--- src/rtl/padcfg_pkg.sv ---
// padcfg_pkg: shared layout of one pad's configuration word.
// Assumes the serial order is fixed: bit 12 leaves a cell first.
package padcfg_pkg;

    localparam int CFG_W = 13;
    localparam int DM_W  = 3;

    // Packed so that member order equals bit order, MSB first.
    typedef struct packed {
        logic            mgmt_sel;  // 12: 1 = management drives the pad
        logic            oe_n;      // 11: stored output disable
        logic            hold;      // 10
        logic            in_dis;    // 9
        logic            ib_mode;   // 8
        logic            ana_en;    // 7
        logic            ana_sel;   // 6
        logic            ana_pol;   // 5
        logic            slow;      // 4
        logic            trip;      // 3
        logic [DM_W-1:0] drive;     // 2:0
    } pad_cfg_t;

    // Build a reset word from the per-instance choices.
    function automatic pad_cfg_t cfg_default(input logic [DM_W-1:0] dm,
                                             input logic oe_n,
                                             input logic mgmt);
        pad_cfg_t c;
        c          = '0;
        c.mgmt_sel = mgmt;
        c.oe_n     = oe_n;
        c.drive    = dm;
        return c;
    endfunction

endpackage

--- src/rtl/padcfg_shift.sv ---
// padcfg_shift: one cell's serial stage.
// Shifts toward the MSB when enabled; the MSB is the serial output,
// so each stage adds exactly W clocks of delay. Reset loads the
// instance default so an immediate load keeps the pad at defaults.
module padcfg_shift #(
    parameter int W = 13
) (
    input  logic         clk,
    input  logic         rst_n,
    input  logic         shift_en,
    input  logic [W-1:0] rst_word,
    input  logic         sdi,
    output logic [W-1:0] word,
    output logic         sdo
);

    logic [W-1:0] stage_q;

    // Shift register: reset to default, else shift one place when enabled.
    always_ff @(posedge clk) begin
        if (!rst_n) begin
            stage_q <= rst_word;
        end else if (shift_en) begin
            stage_q <= {stage_q[W-2:0], sdi};
        end
    end

    assign word = stage_q;
    assign sdo  = stage_q[W-1];

endmodule

--- src/rtl/padcfg_hold.sv ---
// padcfg_hold: the live configuration word of one cell.
// Takes the serial stage only on load; reset has priority over load.
module padcfg_hold
    import padcfg_pkg::*;
(
    input  logic     clk,
    input  logic     rst_n,
    input  logic     load,
    input  pad_cfg_t rst_word,
    input  pad_cfg_t next_word,
    output pad_cfg_t cfg
);

    pad_cfg_t cfg_q;

    // Live word: default on reset, copy of the stage on load, else hold.
    always_ff @(posedge clk) begin
        if (!rst_n) begin
            cfg_q <= rst_word;
        end else if (load) begin
            cfg_q <= next_word;
        end
    end

    assign cfg = cfg_q;

endmodule

--- src/rtl/padcfg_route.sv ---
// padcfg_route: selects which side drives the pad.
// Management side: an inactive (1) output-enable request defers to the
// stored output disable; an active (0) request enables the driver.
// Pad input always fans out to both sides.
module padcfg_route (
    input  logic mgmt_sel,
    input  logic cfg_oe_n,
    input  logic mgmt_out,
    input  logic mgmt_oeb,
    input  logic user_out,
    input  logic user_oeb,
    input  logic pad_in,
    output logic pad_out,
    output logic pad_oeb,
    output logic user_in,
    output logic mgmt_in
);

    // Output mux: data and enable from the selected side.
    always_comb begin
        if (mgmt_sel) begin
            pad_out = mgmt_out;
            pad_oeb = mgmt_oeb ? cfg_oe_n : 1'b0;
        end else begin
            pad_out = user_out;
            pad_oeb = user_oeb;
        end
    end

    assign user_in = pad_in;
    assign mgmt_in = pad_in;

endmodule

--- src/rtl/padcfg_cell.sv ---
// padcfg_cell: one pad's configuration cell (stage, live word, routing).
// Defaults are per instance, fixed at elaboration.
module padcfg_cell
    import padcfg_pkg::*;
#(
    parameter logic [DM_W-1:0] DEF_DM   = 3'b001,
    parameter logic            DEF_OEN  = 1'b1,
    parameter logic            DEF_MGMT = 1'b1
) (
    input  logic            clk,
    input  logic            rst_n,
    input  logic            shift_en,
    input  logic            load,
    input  logic            sdi,
    output logic            sdo,
    input  logic            mgmt_out,
    input  logic            mgmt_oeb,
    output logic            mgmt_in,
    input  logic            user_out,
    input  logic            user_oeb,
    output logic            user_in,
    input  logic            pad_in,
    output logic            pad_out,
    output logic            pad_oeb,
    output logic [DM_W-1:0] pad_dm,
    output logic            pad_in_dis,
    output logic            pad_ib_mode,
    output logic            pad_vtrip,
    output logic            pad_slow,
    output logic            pad_holdover,
    output logic            pad_ana_en,
    output logic            pad_ana_sel,
    output logic            pad_ana_pol
);

    localparam pad_cfg_t DEF_WORD = cfg_default(DEF_DM, DEF_OEN, DEF_MGMT);

    logic [CFG_W-1:0] stage_w;
    pad_cfg_t         live_w;

    padcfg_shift #(.W(CFG_W)) u_shift (
        .clk      (clk),
        .rst_n    (rst_n),
        .shift_en (shift_en),
        .rst_word (DEF_WORD),
        .sdi      (sdi),
        .word     (stage_w),
        .sdo      (sdo)
    );

    padcfg_hold u_hold (
        .clk       (clk),
        .rst_n     (rst_n),
        .load      (load),
        .rst_word  (DEF_WORD),
        .next_word (pad_cfg_t'(stage_w)),
        .cfg       (live_w)
    );

    padcfg_route u_route (
        .mgmt_sel (live_w.mgmt_sel),
        .cfg_oe_n (live_w.oe_n),
        .mgmt_out (mgmt_out),
        .mgmt_oeb (mgmt_oeb),
        .user_out (user_out),
        .user_oeb (user_oeb),
        .pad_in   (pad_in),
        .pad_out  (pad_out),
        .pad_oeb  (pad_oeb),
        .user_in  (user_in),
        .mgmt_in  (mgmt_in)
    );

    // Pad control fan-out from the live word.
    assign pad_dm       = live_w.drive;
    assign pad_in_dis   = live_w.in_dis;
    assign pad_ib_mode  = live_w.ib_mode;
    assign pad_vtrip    = live_w.trip;
    assign pad_slow     = live_w.slow;
    assign pad_holdover = live_w.hold;
    assign pad_ana_en   = live_w.ana_en;
    assign pad_ana_sel  = live_w.ana_sel;
    assign pad_ana_pol  = live_w.ana_pol;

endmodule

--- src/rtl/padcfg_chain.sv ---
// padcfg_chain: NUM_PADS configuration cells on one serial chain.
// Cell 0 takes ser_in; the last cell drives ser_out. Cells below
// NUM_BIDIR reset as driven outputs, the rest as inputs.
module padcfg_chain
    import padcfg_pkg::*;
#(
    parameter int              NUM_PADS   = 4,
    parameter int              NUM_BIDIR  = 2,
    parameter logic [DM_W-1:0] BIDIR_DM   = 3'b110,
    parameter logic [DM_W-1:0] INPUT_DM   = 3'b001,
    parameter logic            RESET_MGMT = 1'b1
) (
    input  logic                     clk,
    input  logic                     rst_n,
    input  logic                     shift_en,
    input  logic                     load,
    input  logic                     ser_in,
    output logic                     ser_out,
    input  logic [NUM_PADS-1:0]      mgmt_out,
    input  logic [NUM_PADS-1:0]      mgmt_oeb,
    output logic [NUM_PADS-1:0]      mgmt_in,
    input  logic [NUM_PADS-1:0]      user_out,
    input  logic [NUM_PADS-1:0]      user_oeb,
    output logic [NUM_PADS-1:0]      user_in,
    input  logic [NUM_PADS-1:0]      pad_in,
    output logic [NUM_PADS-1:0]      pad_out,
    output logic [NUM_PADS-1:0]      pad_oeb,
    output logic [DM_W*NUM_PADS-1:0] pad_dm,
    output logic [NUM_PADS-1:0]      pad_in_dis,
    output logic [NUM_PADS-1:0]      pad_ib_mode,
    output logic [NUM_PADS-1:0]      pad_vtrip,
    output logic [NUM_PADS-1:0]      pad_slow,
    output logic [NUM_PADS-1:0]      pad_holdover,
    output logic [NUM_PADS-1:0]      pad_ana_en,
    output logic [NUM_PADS-1:0]      pad_ana_sel,
    output logic [NUM_PADS-1:0]      pad_ana_pol
);

    logic [NUM_PADS:0] link;

    assign link[0] = ser_in;

    // One cell per pad; defaults chosen by position in the chain.
    for (genvar g = 0; g < NUM_PADS; g++) begin : g_cell
        localparam logic [DM_W-1:0] CELL_DM  = (g < NUM_BIDIR) ? BIDIR_DM : INPUT_DM;
        localparam logic            CELL_OEN = (g < NUM_BIDIR) ? 1'b0 : 1'b1;

        padcfg_cell #(
            .DEF_DM   (CELL_DM),
            .DEF_OEN  (CELL_OEN),
            .DEF_MGMT (RESET_MGMT)
        ) u_cell (
            .clk          (clk),
            .rst_n        (rst_n),
            .shift_en     (shift_en),
            .load         (load),
            .sdi          (link[g]),
            .sdo          (link[g+1]),
            .mgmt_out     (mgmt_out[g]),
            .mgmt_oeb     (mgmt_oeb[g]),
            .mgmt_in      (mgmt_in[g]),
            .user_out     (user_out[g]),
            .user_oeb     (user_oeb[g]),
            .user_in      (user_in[g]),
            .pad_in       (pad_in[g]),
            .pad_out      (pad_out[g]),
            .pad_oeb      (pad_oeb[g]),
            .pad_dm       (pad_dm[DM_W*g +: DM_W]),
            .pad_in_dis   (pad_in_dis[g]),
            .pad_ib_mode  (pad_ib_mode[g]),
            .pad_vtrip    (pad_vtrip[g]),
            .pad_slow     (pad_slow[g]),
            .pad_holdover (pad_holdover[g]),
            .pad_ana_en   (pad_ana_en[g]),
            .pad_ana_sel  (pad_ana_sel[g]),
            .pad_ana_pol  (pad_ana_pol[g])
        );
    end

    assign ser_out = link[NUM_PADS];

endmodule

--- config.mk ---
export PLATFORM = sky130hd
export DESIGN_NAME = padcfg_chain
export DESIGN_NICKNAME = d
export VERILOG_FILES = /design/src/rtl/padcfg_pkg.sv /design/src/rtl/padcfg_shift.sv /design/src/rtl/padcfg_hold.sv /design/src/rtl/padcfg_route.sv /design/src/rtl/padcfg_cell.sv /design/src/rtl/padcfg_chain.sv
export SDC_FILE = /design/constraint.sdc
export NUM_CORES = 1
export LEC_CHECK = 0
export BUFFER_PORTS_ARGS = -buffer_cell sky130_fd_sc_hd__buf_2
export CAP_MARGIN = 0
export CORE_ASPECT_RATIO = 2
export CORE_UTILIZATION = 33
export DETAILED_ROUTE_END_ITERATION = 8
export GPL_TIMING_DRIVEN = 0
export SYNTH_ARGS = -nofsm -noshare
export SYNTH_HDL_FRONTEND = slang
export SYNTH_SLANG_ARGS = --single-unit
--- constraint.sdc ---
create_clock -name clk -period 1.3 [get_ports clk]
set_input_delay 0.26 -clock clk [delete_from_list [all_inputs] [get_ports clk]]
set_output_delay 0.26 -clock clk [all_outputs]
set_load 0.05 [all_outputs]
==> impl_metrics.ini, run 1 <==
[grt]
grt_pass1_vias = 2831
grtUsageTotal_pct = 12.98
grt_pass1_wl_um = 13990
grt_max_degree = 17
antenna_found_initial = 0
overflow = 0

[worst_setup_path]
cp.required_ns = 1.04
crit_fanout = 4
crit_path_start_kind = register
rrSetupSlack_ns = 0.59
end_kind = output pin
timing.rr.start = g_cell[3].u_cell.u_shift.word[11]
timing.rr.end = g_cell[3].u_cell.u_shift.word[11]
r2r_cells = 2
crit_type = register to output pin
critical_path_arrival_ns = 1.17
startpoint = g_cell[0].u_cell.u_hold.cfg[12]

[place]
io_buffers = 78
dpl_cell_area_mm2 = 0.005010
place_ws_ns = -0.02269
dp.cells = 629
gp_congestion = 0.7188
hpwl_um = 6362

[routing]
drt_iter0_drc = 91
vias = 2806
ant_nets = 0
wl_per_cell_um = 13.34
wl_um = 8552
first_pass_iters = 6
drc_errors = 11
post_drt_via_cell_ratio = 4.378

[sta]
hold_viol = 0
maxSlewViolCount = 0
setup_viol = 8
slew_headroom_pct = 68.01
finClkSkew_ns = 0.006300
period_share_pct = 110.3
rsz0062_at_grt = true
fmax_ghz = 0.6972
period_minus_slack_ns = 1.434
worst_slack_ns = -0.1343
worstMarginPinSlew_ns = 0.4798

[final_layout]
design_area_mm2 = 0.005550
fillCellCount = 1279
area_delta_synth_final_pct = 25.31
final_cells = 641
num_antenna_cells = 0
drive_above_1_share_pct = 34.76
num-nets-final = 509
regArea_mm2 = 0.002100
multi_input_area_mm2 = 0.001753

[floorplan]
rows = 59
core_mm2 = 0.01307
die_area_mm2 = 0.01392
initial_core_util_pct = 33.90
die_h_um = 165.8
dieWidth_um = 83.92
pin_count = 86

[min_path]
min_to = g_cell[0].u_cell.u_shift.word[0]
worst_hold_startpoint = ser_in
holdCritPathClass = input pin to register
holdPathStages = 3

[logic_synthesis]
synthCells = 399
syn_nets = 424
synth_area_mm2 = 0.004429
ys_types = 13
syn_avg_cell_area_um2 = 11.10
synth-seq-cells = 104
ys_seq_area_share_pct = 47.01
yosysWarnings = 0

[cts]
clk_pin_slew_ns = 0.07
clk-insertion-delay-late_ns = 0.35
cts_buffer_depth = 2
cts.sinks = 104
holdBufCountCts = 0
cts_buffers = 9
htreeDepth = 3
clockRootBuffer = clkbuf_16
cts_tree = done

[status]
outcome = finished with violations
violations = design-rule violations, negative setup slack

[power_and_ir_drop]
p_leak_nw = 2.553
peakVddDrop_mv = 0.6345
power.density_mw_per_mm2 = 1307

[job]
cap_violations = 0
-- through the flow --
stage               util (%)  TNS [ns]  power [W]  hold slack (ns)
finish                 42.48   -0.8542   0.007253           0.2054
global route           42.48    -1.225   0.007493           0.2072
CTS                    42.09   -0.9594   0.007351           0.1965
detailed placement     38.34  -0.02269   0.004144           0.4548
global placement       38.34  -0.01448   0.004134           0.4543
floorplan                  -         0   0.003983           0.4295
-- routing by layer --
metal  routed length [um]  up-vias  global-route usage, %
li1                     -     1429                      -
met1                 3393     1307                  13.21
met2                 4638       59                  24.06
met3                  338       11                  3.280
met4                  182        0                  6.447
met5                    0        -                      0
-- sequential cells by signal (all words and copies together) (netlist names) --
name                        flops
g_cell.u_cell.u_shift.word     52
g_cell.u_cell.u_hold.cfg       52
-- area by class of cell --
cell class / instances / share of cell area, %
sequential: 104 / 37.83
buffer: 66 / 10.41
inverter: 4 / 0.2705
clock buffer: 11 / 4.554
multi-input combinational: 220 / 31.58
clock inverter: 5 / 1.849
tap: 152 / 3.427
timing repair buffer: 79 / 10.08
-- cells by family (layout without fill, tap and decap cells) --
family | count (synthesis) | after routing | share of synthesized area (%)
flops | 104 | 104 | 47.01
compound gates | 4 | 4 | 0.4520
simple gates | 108 | 108 | 13.79
buf+inv | 75 | 165 | 14.24
mux | 108 | 108 | 24.52
-- cells in the final DEF, fill, tap and decap left out --
master | Yosys | routed
clkbuf_8 | 0 | 2
nand2_1 | 24 | 24
clkbuf_16 | 0 | 9
buf_2 | 7 | 46
inv_1 | 4 | 4
o21ai_1 | 0 | 2
dfxtp_1 | 104 | 98
nor2b_1 | 80 | 80
o21ai_4 | 0 | 1
nand3_1 | 4 | 2
clkinvlp_4 | 0 | 1
clkbuf_1 | 4 | 4
buf_8 | 0 | 8
dfxtp_4 | 0 | 4
o21ai_0 | 4 | 1
buf_12 | 8 | 8
dfxtp_2 | 0 | 2
buf_4 | 48 | 61
mux2_4 | 0 | 4
nand3_2 | 0 | 2
clkbuf_4 | 0 | 13
mux2i_1 | 104 | 104
bufinv_16 | 0 | 3
buf_6 | 4 | 5
clkinv_2 | 0 | 1
-- how the worst max path moves through the flow --
stage	to	slack, ns
floorplan	pad_out[0]	0.19
global placement	pad_out[0]	-0.01
detailed placement	pad_out[0]	-0.02
CTS	pad_out[0]	-0.15
global route	pad_out[3]	-0.16
finish	pad_out[0]	-0.13
-- worst max-delay path, stage by stage (launching register included) --
cell and delay, ns:
dfxtp_4 0.37, mux2_4 0.31, buf_8 0.15
-- power by group --
group	switching (W)	total, W	leakage (nW)	internal [W]
Clock	0.00117	0.00315	0.172	0.00198
Sequential	0.0000645	0.00333	0.845	0.00326
Combinational	0.000422	0.000779	1.54	0.000357
-- what timing repair did --
| action | CTS | global route |
|---|---|---|
| gates resized for setup | 58 | 19 |
| endpoints found under the setup margin | 26 | 23 |
| setup buffers | 0 | 1 |
| pin swaps | 1 | 1 |
-- cells in the mapped netlist --
cell | count | area, um2
buf_12 | 8 | 160.2
buf_2 | 7 | 35.03
buf_4 | 48 | 360.4
buf_6 | 4 | 45.04
clkbuf_1 | 4 | 15.01
dfxtp_1 | 104 | 2082
inv_1 | 4 | 15.01
mux2_2 | 4 | 45.04
mux2i_1 | 104 | 1041
nand2_1 | 24 | 90.09
nand3_1 | 4 | 20.02
nor2b_1 | 80 | 500.5
o21ai_0 | 4 | 20.02
Note: power is estimated with default switching activity, not from simulation.
==> inputs of run 2 (changes only) <==
--- a/config.mk
+++ b/config.mk
@@ -11,6 +11,7 @@
 export CORE_UTILIZATION = 33
 export DETAILED_ROUTE_END_ITERATION = 8
 export GPL_TIMING_DRIVEN = 0
+export SLEW_MARGIN = 20
 export SYNTH_ARGS = -nofsm -noshare
 export SYNTH_HDL_FRONTEND = slang
 export SYNTH_SLANG_ARGS = --single-unit
==> constraint.sdc (replaced) <==
create_clock -name clk -period 1.4 [get_ports clk]
set_input_delay 0.28 -clock clk [delete_from_list [all_inputs] [get_ports clk]]
set_output_delay 0.28 -clock clk [all_outputs]
set_load 0.05 [all_outputs]
==> impl_metrics.ini, run 2 (synthesis gave the netlist of run 1 again) <==
[job]
cap_violations = 0

[place]
gp_congestion = 0.7188
io_buffers = 78
place_ws_ns = 0.05731
hpwl_um = 6362

[final_layout]
final_core_util_pct = 41.78
num-nets-final = 509
num_antenna_cells = 0
layout_common_cells = mux2i_1, dfxtp_1, nor2b_1
layout_commonest_cell = mux2i_1
fillCellCount = 1272
area_delta_synth_final_pct = 23.25
drive_above_1_share_pct = 34.36

[cts]
clockRootBuffer = clkbuf_16
cts_tree = done
cts_buffers = 9
cts_buffer_depth = 2
htreeDepth = 3
holdBufCountCts = 0
clk_pin_slew_ns = 0.07
clk-insertion-delay-late_ns = 0.35
cts.sinks = 104

[routing]
wl_um = 8459
post_drt_via_cell_ratio = 4.362
vias = 2796
wl_per_cell_um = 13.20
ant_nets = 0
drt_iter0_drc = 85
drc_errors = 11
first_pass_iters = 6

[power_and_ir_drop]
peakVddDrop_mv = 0.5895
power.density_mw_per_mm2 = 1232
p_int_w = 0.005198
p_sw_w = 0.001530
p_sw_share_pct = 22.74
power_frac_comb_pct = 10.7
clkPwrFrac_pct = 43.4
pwr-share-seq_pct = 45.9
p_leak_nw = 2.561

[worst_setup_path]
crit_fanout = 4
cp.required_ns = 1.12
timing.rr.start = g_cell[3].u_cell.u_shift.word[11]
crit_type = register to output pin
timing.rr.end = g_cell[3].u_cell.u_shift.word[11]
crit_path_start_kind = register
end_kind = output pin
crit_end = pad_out[0]
critical_path_arrival_ns = 1.18
startpoint = g_cell[0].u_cell.u_hold.cfg[12]
rrSetupSlack_ns = 0.69
r2r_cells = 2

[grt]
grt_pass1_wl_um = 13990
grt_pass1_vias = 2819
grt_max_degree = 17
antenna_found_initial = 0
grtUsageTotal_pct = 12.97
overflow = 0

[sta]
maxSlewViolCount = 0
worstMarginPinSlew_ns = 0.4769
fmax_ghz = 0.6869
finClkSkew_ns = 0.004745
period_minus_slack_ns = 1.456
slew_headroom_pct = 68.21
worst_slack_ns = -0.05579
period_share_pct = 104.0
setup_viol = 4
rsz0062_at_grt = true
hold_viol = 0

[floorplan]
dieWidth_um = 83.92
initial_core_util_pct = 33.90
pin_count = 86
rows = 59
die_area_mm2 = 0.01392
die_h_um = 165.8
core_mm2 = 0.01307

[min_path]
holdCritPathClass = input pin to register

[status]
violations = design-rule violations, negative setup slack
outcome = finished with violations
==> run 2: what timing repair did <==
item | 4_1_cts | 5_1_grt
pin swaps | 1 | 0
resized for setup | 39 | 5
gates cloned | 0 | 0
setup endpoints to repair | 8 | 9
buffers inserted | 0 | 0
==> run 2: worst min path at each step <==
stage                                                from                                to  slack, ns  cells after the start
final                                              ser_in  g_cell[0].u_cell.u_shift.word[0]       0.23                      3
after global routing                               ser_in  g_cell[0].u_cell.u_shift.word[0]       0.23                      3
after detailed placement   g_cell[2].u_cell.u_hold.cfg[0]    g_cell[2].u_cell.u_hold.cfg[0]       0.45                      2
after global placement     g_cell[3].u_cell.u_hold.cfg[0]    g_cell[3].u_cell.u_hold.cfg[0]       0.45                      2
after floorplan           g_cell[2].u_cell.u_hold.cfg[11]   g_cell[2].u_cell.u_hold.cfg[11]       0.44                      2
after CTS                                          ser_in  g_cell[0].u_cell.u_shift.word[0]       0.22                      3
==> run 2: cell type report <==
| class | count | area, um2 | share of cell area (%) |
|---|---|---|---|
| plain buffers | 67 | 585.6 | 10.73 |
| clock buffers | 11 | 252.7 | 4.630 |
| clock inverters | 5 | 102.6 | 1.879 |
| inverters | 4 | 15.01 | 0.2750 |
| multi-input cells | 220 | 1742 | 31.90 |
| flip-flops and latches | 104 | 2098 | 38.44 |
| well taps | 152 | 190.2 | 3.484 |
| repair buffers | 78 | 473.0 | 8.664 |
==> run 2: power by group through the flow <==
stage          sequential [W]  clock [W]  combinational [W]
2_1_floorplan         0.00319          0           0.000512
3_3_place_gp          0.00316          0           0.000681
3_5_place_dp          0.00316          0           0.000688
4_1_cts               0.00309    0.00300           0.000727
5_1_grt               0.00310    0.00309           0.000762
6_report              0.00309    0.00292           0.000717
==> run 2: per-stage QoR <==
stage	area [um2]	total power, W	setup TNS, ns	instances	hold WS [ns]
2_1_floorplan	4429	0.003699	0	399	0.4408
3_3_place_gp	5010	0.003839	0	629	0.4543
3_5_place_dp	5010	0.003848	0	629	0.4548
4_1_cts	5453	0.006822	-0.3317	641	0.2165
5_1_grt	5459	0.006952	-0.5808	641	0.2272
6_report	5459	0.006728	-0.2120	641	0.2265
==> run 2: worst max-delay path: stages (launching register included) <==
cell     delay, ns
dfxtp_4       0.37
mux2_4        0.31
buf_8         0.15
==> run 2: per-layer routing <==
metal  vias up  GRT usage (%)  wire (um)
li1       1429              -          -
met1      1296          13.24       3330
met5         -              0          0
met4         0          6.447        188
met3        11          3.231        351
met2        60          24.02       4588
